[src/rtl/ctmr_pkg.sv]
package ctmr_pkg;
  localparam int unsigned AW      = 8;
  localparam int unsigned NTICK   = 5;
  localparam int unsigned FIRST   = 4;

  localparam logic [AW-1:0] A_STAT  = 8'h14;
  localparam logic [AW-1:0] A_IEN   = 8'h1C;
  localparam logic [AW-1:0] A_SNAP  = 8'h20;
  localparam logic [AW-1:0] A_CNT   = 8'h40;
  localparam logic [AW-1:0] A_MAT   = 8'h80;
  localparam logic [AW-1:0] A_CTL   = 8'hC0;

  typedef enum logic [2:0] {
    SRC_OFF  = 3'd0,
    SRC_32K  = 3'd1,
    SRC_1K   = 3'd2,
    SRC_1HZ  = 3'd3,
    SRC_1M   = 3'd4,
    SRC_EXT  = 3'd5
  } src_e;

  localparam int unsigned B_CLR   = 3;
  localparam int unsigned B_PER   = 6;
  localparam int unsigned B_OWN   = 7;
  localparam int unsigned B_HALT  = 8;
  localparam int unsigned B_SNAP  = 9;
endpackage

[src/rtl/ctmr_chan.sv]
module ctmr_chan
  import ctmr_pkg::*;
#(
  parameter int unsigned CW     = 32,
  parameter int unsigned CTLW   = 10,
  parameter bit          IS_EXT = 1'b0,
  parameter bit          IS_ODD = 1'b0
) (
  input  logic             clk,
  input  logic             rst_n,
  input  logic             cnt_we,
  input  logic             mat_we,
  input  logic             ctl_we,
  input  logic [CW-1:0]    wdata,
  input  logic [NTICK-1:0] tick_in,
  input  logic [CW-1:0]    part_cnt,
  input  logic             part_inc,
  output logic [CW-1:0]    cnt_q,
  output logic             inc_o,
  output logic             hit_o,
  output logic [CW-1:0]    mat_q,
  output logic [CTLW-1:0]  ctl_q
);
  localparam logic [CTLW-1:0] KEEP = IS_EXT ? {CTLW{1'b1}}
                                            : {{(CTLW-8){1'b0}}, 8'hFF};

  logic [CW-1:0]   cnt_d;
  logic [CW-1:0]   mat_d;
  logic [CTLW-1:0] ctl_d;
  logic            armed_q, armed_d;
  logic            sel_tick;
  logic            run_own;
  logic            use_own;
  logic [CW-1:0]   src_cnt;
  logic            src_inc;
  logic            cnt_en, armed_en;

  // strobe selection by code
  always_comb begin
    sel_tick = 1'b0;
    case (src_e'(ctl_q[2:0]))
      SRC_32K: sel_tick = tick_in[0];
      SRC_1K:  sel_tick = tick_in[1];
      SRC_1HZ: sel_tick = tick_in[2];
      SRC_1M:  sel_tick = tick_in[3];
      SRC_EXT: sel_tick = tick_in[4];
      default: sel_tick = 1'b0;
    endcase
  end

  always_comb begin
    use_own = ctl_q[B_OWN] | !IS_ODD;
    run_own = use_own & !(IS_EXT & ctl_q[B_HALT]);
    inc_o   = run_own & sel_tick & !cnt_we;
    src_cnt = use_own ? cnt_q : part_cnt;
    src_inc = use_own ? inc_o : part_inc;
    hit_o   = src_inc && ((src_cnt + 1'b1) == mat_q) && (ctl_q[B_PER] || armed_q);
  end

  // next state
  always_comb begin
    if (cnt_we)                   cnt_d = wdata;
    else if (hit_o && ctl_q[B_CLR]) cnt_d = '0;
    else if (inc_o)               cnt_d = cnt_q + 1'b1;
    else                          cnt_d = cnt_q;
    cnt_en   = cnt_we | inc_o | (hit_o & ctl_q[B_CLR]);
    mat_d    = wdata;
    ctl_d    = wdata[CTLW-1:0] & KEEP;
    if (cnt_we || mat_we)         armed_d = 1'b1;
    else if (hit_o && !ctl_q[B_PER]) armed_d = 1'b0;
    else                          armed_d = armed_q;
    armed_en = cnt_we | mat_we | hit_o;
  end

  // registers
  always_ff @(posedge clk or negedge rst_n) begin
    if (!rst_n) begin
      cnt_q   <= '0;
      mat_q   <= '0;
      ctl_q   <= '0;
      armed_q <= 1'b0;
    end else begin
      if (cnt_en)   cnt_q   <= cnt_d;
      if (mat_we)   mat_q   <= mat_d;
      if (ctl_we)   ctl_q   <= ctl_d;
      if (armed_en) armed_q <= armed_d;
    end
  end
endmodule

[src/rtl/ctmr_evt.sv]
module ctmr_evt #(
  parameter int unsigned NCH = 8
) (
  input  logic           clk,
  input  logic           rst_n,
  input  logic [NCH-1:0] hit,
  input  logic           ien_we,
  input  logic           clr_we,
  input  logic [NCH-1:0] wbits,
  output logic [NCH-1:0] ien_q,
  output logic [NCH-1:0] stat_q,
  output logic           irq
);
  logic [NCH-1:0] stat_d;
  logic           stat_en;

  always_comb begin
    stat_d  = stat_q;
    if (clr_we) stat_d = stat_d & ~wbits;
    stat_d  = stat_d | (hit & ien_q);   // a new event outlives a clear
    stat_en = clr_we | (|(hit & ien_q));
    irq     = |stat_q;
  end

  always_ff @(posedge clk or negedge rst_n) begin
    if (!rst_n) begin
      ien_q  <= '0;
      stat_q <= '0;
    end else begin
      if (ien_we)  ien_q  <= wbits;
      if (stat_en) stat_q <= stat_d;
    end
  end
endmodule

[src/rtl/ctmr_regif.sv]
module ctmr_regif
  import ctmr_pkg::*;
#(
  parameter int unsigned NCH  = 8,
  parameter int unsigned CW   = 32,
  parameter int unsigned CTLW = 10
) (
  input  logic                     clk,
  input  logic                     rst_n,
  input  logic                     wr_en,
  input  logic                     rd_en,
  input  logic [AW-1:0]            addr,
  input  logic [NCH-1:0][CW-1:0]   cnt,
  input  logic [NCH-1:0][CW-1:0]   mat,
  input  logic [NCH-1:0][CTLW-1:0] ctl,
  input  logic [NCH-1:0]           stat,
  input  logic [NCH-1:0]           ien,
  output logic [NCH-1:0]           cnt_we,
  output logic [NCH-1:0]           mat_we,
  output logic [NCH-1:0]           ctl_we,
  output logic                     clr_we,
  output logic                     ien_we,
  output logic [CW-1:0]            snap_q,
  output logic [CW-1:0]            rdata,
  output logic                     rvalid
);
  localparam int unsigned HALF = NCH / 2;

  logic [CW-1:0] rd_d;
  logic [CW-1:0] snap_d;
  logic          snap_en;

  // write decode
  always_comb begin
    clr_we = wr_en && (addr == A_STAT);
    ien_we = wr_en && (addr == A_IEN);
    for (int i = 0; i < NCH; i++) begin
      cnt_we[i] = wr_en && (addr == A_CNT + AW'(4 * i));
      mat_we[i] = wr_en && (addr == A_MAT + AW'(4 * i));
      ctl_we[i] = wr_en && (addr == A_CTL + AW'(4 * i));
    end
  end

  // read mux
  always_comb begin
    rd_d = '0;
    if (addr == A_STAT) rd_d = {{(CW-NCH){1'b0}}, stat} << FIRST;
    if (addr == A_IEN)  rd_d = {{(CW-NCH){1'b0}}, ien} << FIRST;
    if (addr == A_SNAP) rd_d = snap_q;
    for (int i = 0; i < NCH; i++) begin
      if (addr == A_CNT + AW'(4 * i)) rd_d = cnt[i];
      if (addr == A_MAT + AW'(4 * i)) rd_d = mat[i];
      if (addr == A_CTL + AW'(4 * i)) rd_d = {{(CW-CTLW){1'b0}}, ctl[i]};
    end
  end

  // snapshot capture on reads of the upper odd counters
  always_comb begin
    snap_d  = snap_q;
    snap_en = 1'b0;
    for (int i = HALF + 1; i < NCH; i += 2) begin
      if (rd_en && (addr == A_CNT + AW'(4 * i)) && ctl[i][B_SNAP]) begin
        snap_d  = cnt[i-1];
        snap_en = 1'b1;
      end
    end
  end

  always_ff @(posedge clk or negedge rst_n) begin
    if (!rst_n) begin
      snap_q <= '0;
      rdata  <= '0;
      rvalid <= 1'b0;
    end else begin
      rvalid <= rd_en;
      if (rd_en)   rdata  <= rd_d;
      if (snap_en) snap_q <= snap_d;
    end
  end
endmodule

[src/rtl/ctmr_bank.sv]
module ctmr_bank
  import ctmr_pkg::*;
#(
  parameter int unsigned NCH  = 8,
  parameter int unsigned CW   = 32,
  parameter int unsigned CTLW = 10
) (
  input  logic             clk,
  input  logic             rst_n,
  input  logic             wr_en,
  input  logic             rd_en,
  input  logic [AW-1:0]    addr,
  input  logic [CW-1:0]    wdata,
  output logic [CW-1:0]    rdata,
  output logic             rvalid,
  input  logic [NTICK-1:0] tick,
  output logic             irq
);
  localparam int unsigned HALF = NCH / 2;

  logic [1:0]                rst_sync_q;
  logic                      rst_core_n;
  logic [NCH-1:0][CW-1:0]    cnt;
  logic [NCH-1:0][CW-1:0]    mat;
  logic [NCH-1:0][CTLW-1:0]  ctl;
  logic [NCH-1:0]            inc;
  logic [NCH-1:0]            hit;
  logic [NCH-1:0]            cnt_we, mat_we, ctl_we;
  logic                      clr_we, ien_we;
  logic [NCH-1:0]            ien_q, stat_q;
  logic [CW-1:0]             snap_q;

  // reset: asserted at once, released on the clock
  always_ff @(posedge clk or negedge rst_n) begin
    if (!rst_n) rst_sync_q <= 2'b00;
    else        rst_sync_q <= {rst_sync_q[0], 1'b1};
  end
  assign rst_core_n = rst_sync_q[1];

  for (genvar i = 0; i < NCH; i++) begin : g_ch
    localparam bit ODD = (i % 2) == 1;
    localparam int unsigned PI = ODD ? i - 1 : i;
    ctmr_chan #(
      .CW     (CW),
      .CTLW   (CTLW),
      .IS_EXT (i >= HALF),
      .IS_ODD (ODD)
    ) u_chan (
      .clk      (clk),
      .rst_n    (rst_core_n),
      .cnt_we   (cnt_we[i]),
      .mat_we   (mat_we[i]),
      .ctl_we   (ctl_we[i]),
      .wdata    (wdata),
      .tick_in  (tick),
      .part_cnt (cnt[PI]),
      .part_inc (inc[PI]),
      .cnt_q    (cnt[i]),
      .inc_o    (inc[i]),
      .hit_o    (hit[i]),
      .mat_q    (mat[i]),
      .ctl_q    (ctl[i])
    );
  end

  ctmr_evt #(.NCH(NCH)) u_evt (
    .clk    (clk),
    .rst_n  (rst_core_n),
    .hit    (hit),
    .ien_we (ien_we),
    .clr_we (clr_we),
    .wbits  (wdata[FIRST+NCH-1:FIRST]),
    .ien_q  (ien_q),
    .stat_q (stat_q),
    .irq    (irq)
  );

  ctmr_regif #(.NCH(NCH), .CW(CW), .CTLW(CTLW)) u_regif (
    .clk    (clk),
    .rst_n  (rst_core_n),
    .wr_en  (wr_en),
    .rd_en  (rd_en),
    .addr   (addr),
    .cnt    (cnt),
    .mat    (mat),
    .ctl    (ctl),
    .stat   (stat_q),
    .ien    (ien_q),
    .cnt_we (cnt_we),
    .mat_we (mat_we),
    .ctl_we (ctl_we),
    .clr_we (clr_we),
    .ien_we (ien_we),
    .snap_q (snap_q),
    .rdata  (rdata),
    .rvalid (rvalid)
  );
endmodule

[config.mk]
export PLATFORM = sky130hd
export DESIGN_NAME = ctmr_bank
export DESIGN_NICKNAME = d
export VERILOG_FILES = /design/src/rtl/ctmr_pkg.sv /design/src/rtl/ctmr_chan.sv /design/src/rtl/ctmr_evt.sv /design/src/rtl/ctmr_regif.sv /design/src/rtl/ctmr_bank.sv
export SDC_FILE = /design/constraint.sdc
export NUM_CORES = 2
export LEC_CHECK = 0
export ABC_AREA = 1
export BUFFER_PORTS_ARGS = -buffer_cell sky130_fd_sc_hd__buf_2
export CAP_MARGIN = 10
export CELL_PAD_IN_SITES_DETAIL_PLACEMENT = 1
export CELL_PAD_IN_SITES_GLOBAL_PLACEMENT = 1
export CORE_MARGIN = 2
export CORE_UTILIZATION = 51
export CTS_CLUSTER_DIAMETER = 50
export DETAILED_ROUTE_END_ITERATION = 10
export PLACE_DENSITY_LB_ADDON = 0.3
export SETUP_SLACK_MARGIN = 0.1
export SYNTH_ARGS = -nofsm -noshare
export SYNTH_HDL_FRONTEND = slang
export SYNTH_SLANG_ARGS = --single-unit
[constraint.sdc]
create_clock -name clk -period 40.6 [get_ports clk]
set_input_delay 4.06 -clock clk [delete_from_list [all_inputs] [get_ports clk]]
set_output_delay 4.06 -clock clk [all_outputs]
set_load 0.02 [all_outputs]
==> metrics.yaml <==
timing:
  skew_ps: 51.1
  tns_ps: 0
  relSlewSlack: 0.0382
  setup_viol: 0
  final.min_clock_period_ps: 8430
  period_share: 0.208
  tightest_slew_ps: 1440
  hold_viol_final: 0
  drv_slew: 0
  whs_ps: 369
  fmaxAchievable_mhz: 119
  rsz0062_at_grt: "no"
power:
  power.density_mw_per_mm2: 51.1
  peakVddDrop_uv: 36.9
  total_power_mw: 2.70
  power_leakage_nw: 24.3
synthesis:
  ys_top_cells_by_area: "dfrtp_1, nand2_1, xor2_1, o21ai_0, inv_1"
  syn-cell-area_mm2: 0.0477
  yosysSeqAreaShare: 0.354
  synth_cells: 7015
  synth_top_area_share: 0.354
  synth_cell_types: 59
  synth_edf_count: 0
  synth_async_sr_flop_share: 1.00
  yosys_warnings: 0
  yosys.area.top_type: "dfrtp_1"
  avgSynthCellArea_um2: 6.81
  synth_ff_type: "dfrtp_1"
  synth_fp_nets: 7076
  synth-seq-cells: 675
global_route:
  grt_usage: 0.506
  grt_pass1_wl_um: 355000
  grt_overflow: 0
  grt_max_degree: 73
  grt_pass1_vias: 52600
  grt_antenna_before_repair: 30
die:
  core_mm2: 0.0930
  start_util: 0.513
  ioPinCount: 83
  die_y_um: 310
  die_x_um: 310
  die_area_mm2: 0.0961
  num_rows: 112
hold_path:
  holdPathStages: 0
  worstHoldStart: "rst_sync_q[0]"
  worstHoldPathType: "reg2reg"
  whs_endpoint: "rst_sync_q[1]"
layout:
  area_growth_pct: 10.9
  final_util: 0.569
  drive_gt1_frac: 0.0784
  nFillCells: 12300
  final_nets: 7020
cts:
  path_clk_slew_ps: 60
  cts_buffer_depth: 3
  cts_made_buffers: 108
  postCtsSetupBuffers: 0
  cts_tree: "done"
  cts-root-buf: "clkbuf_16"
  htreeDepth: 3
  clock_latency_ps: 750
  ctsResizeCount: 0
  cts_sinks: 675
  postCtsHoldBufs: 0
place:
  port_buffers: 82
  dp.final_hpwl_um: 178000
  gp_congestion: 1.04
setup_path:
  crit_buf_inv: 6
  worstPathArrival_ps: 9020
  cpMaxStageDelayCell: "nand3_1"
  crit_path_end_kind: "flop"
  crit_top_cell: "nor2_1"
  reg2reg_depth: 20
  reg2reg_to: "g_ch[7].u_chan.cnt_q[5]"
  crit_type: "in2reg"
  path_max_fanout: 65
  cpLargestDelayFamily: "simple AND/OR/NAND/NOR gates"
  cp-start-kind: "input port"
  path_cells: "buf_2 -> nor2_1 -> nand2_1 -> nor2_1 -> buf_4 -> inv_1 -> nor2_1 -> nor2_1 -> inv_1 -> o22ai_1 -> nand3_1 -> nor3_1 -> nand2_1 -> nor2_1 -> nand3_2 -> buf_4 -> nand3_1 -> buf_4 -> nand3_1 -> nand3_1"
  worstPathRequired_ps: 41190
  critPathMaxStageDelay_ps: 690
  r2r_start: "g_ch[7].u_chan.ctl_q[7]"
  regToRegSetupSlack_ps: 35060
detailed_routing:
  wire_per_inst_um: 29.9
  via_count: 54000
  drt_iter0_markers: 7286
  viasPerCell: 6.48
  ant_nets: 0
  drc: 0
  wirelength_um: 249000
  drt_pre_antenna_iters: 6
job:
  cap_violations: 0
outcome:
  status: "finished clean"
per-stage QoR:
stage / setup WS [ps] / instances / cell area [um2]
CTS: 32410 / 8302 / 52800
global placement: 32030 / 8101 / 49000
detailed placement: 31750 / 8101 / 49000
global route: 31960 / 8304 / 52900
finish: 32170 / 8327 / 52900
floorplan: 20390 / 7015 / 47700
kinds of logic (layout without fill, tap and decap cells):
kind of cell,count (synthesis),count (layout),synth area share
AO/OA/AOI/OAI,1142,1142,0.137
XOR/XNOR,477,477,0.0878
adder cells (fa/ha/maj),12,12,0.00314
buffers and inverters,1099,1134,0.0911
flip-flops,675,675,0.354
other,1,24,0.0000786
AND/OR/NAND/NOR,3609,3609,0.327
synthesized netlist by cell type, drive strengths merged, types with 76 or more instances:
library cell and number:
clkbuf 274, buf 76, nand2 2161, dfrtp 675
nand3b 87, nand4 185, inv 737, xor2 412
o21ai 728, nand3 357, a21oi 85, o22ai 106
nor2 534, nor3 141
registers in the layout, summed over array words and instances (netlist names):
signal,count
g_ch.u_chan.armed_q,8
g_ch.u_chan.cnt_q,256
g_ch.u_chan.ctl_q,72
g_ch.u_chan.mat_q,256
rst_sync_q,2
u_evt.ien_q,8
u_evt.stat_q,8
u_regif.rdata,32
u_regif.rvalid,1
u_regif.snap_q,32
layout by cell type, fill, tap and decap left out, types with 40 or more instances in the layout:
| master | instances |
|---|---|
| a21oi_1 | 85 |
| buf_2 | 82 |
| buf_4 | 100 |
| clkbuf_16 | 111 |
| dfrtp_1 | 670 |
| inv_1 | 718 |
| nand2_1 | 2150 |
| nand3_1 | 345 |
| nand3b_1 | 87 |
| nand4_1 | 185 |
| nor2_1 | 493 |
| nor3_1 | 130 |
| nor4_1 | 53 |
| o211ai_1 | 53 |
| o21ai_0 | 681 |
| o21ai_1 | 40 |
| o22ai_1 | 106 |
| or2_2 | 67 |
| xnor2_1 | 64 |
| xor2_1 | 412 |
per-layer routing:
metal  part of all wire  GRT usage  wire length [um]  vias up
met5             0.0011          0               274        -
met4              0.080      0.356             20000       36
met3               0.14      0.162             33700      969
met2               0.41      0.710            102000     3759
met1               0.38      0.656             93800    26500
li1                   -          -                 -    22700
report_power, final:
| part | leakage, nW | switching [mW] | internal, mW |
|---|---|---|---|
| Sequential | 9.16 | 0.114 | 0.751 |
| Combinational | 13.3 | 0.595 | 0.235 |
| Clock | 1.85 | 0.396 | 0.610 |
area by class of cell:
type	count	area, um2	area share
Tap cell	1254	1570	0.0296
Sequential cell	675	16900	0.319
Antenna cell	23	57.6	0.00109
Timing Repair Buffer	184	1210	0.0228
Inverter	749	2810	0.0531
Clock buffer	140	3090	0.0583
Clock inverter	61	744	0.0141
Multi-Input combinational cell	5241	26500	0.502
worst max path at each step:
| stage | from | end | slack [ps] | depth (start not counted) |
|---|---|---|---|---|
| floorplan | rst_sync_q[1] | g_ch[0].u_chan.armed_q | 20390 | 0 |
| global placement | addr[1] | g_ch[1].u_chan.cnt_q[27] | 32030 | 20 |
| detailed placement | addr[1] | g_ch[1].u_chan.cnt_q[23] | 31750 | 20 |
| CTS | addr[1] | g_ch[1].u_chan.cnt_q[23] | 32410 | 20 |
| global route | addr[1] | g_ch[1].u_chan.cnt_q[23] | 31960 | 20 |
| finish | addr[1] | g_ch[1].u_chan.cnt_q[23] | 32170 | 20 |
(Power assumes the default switching activity.)
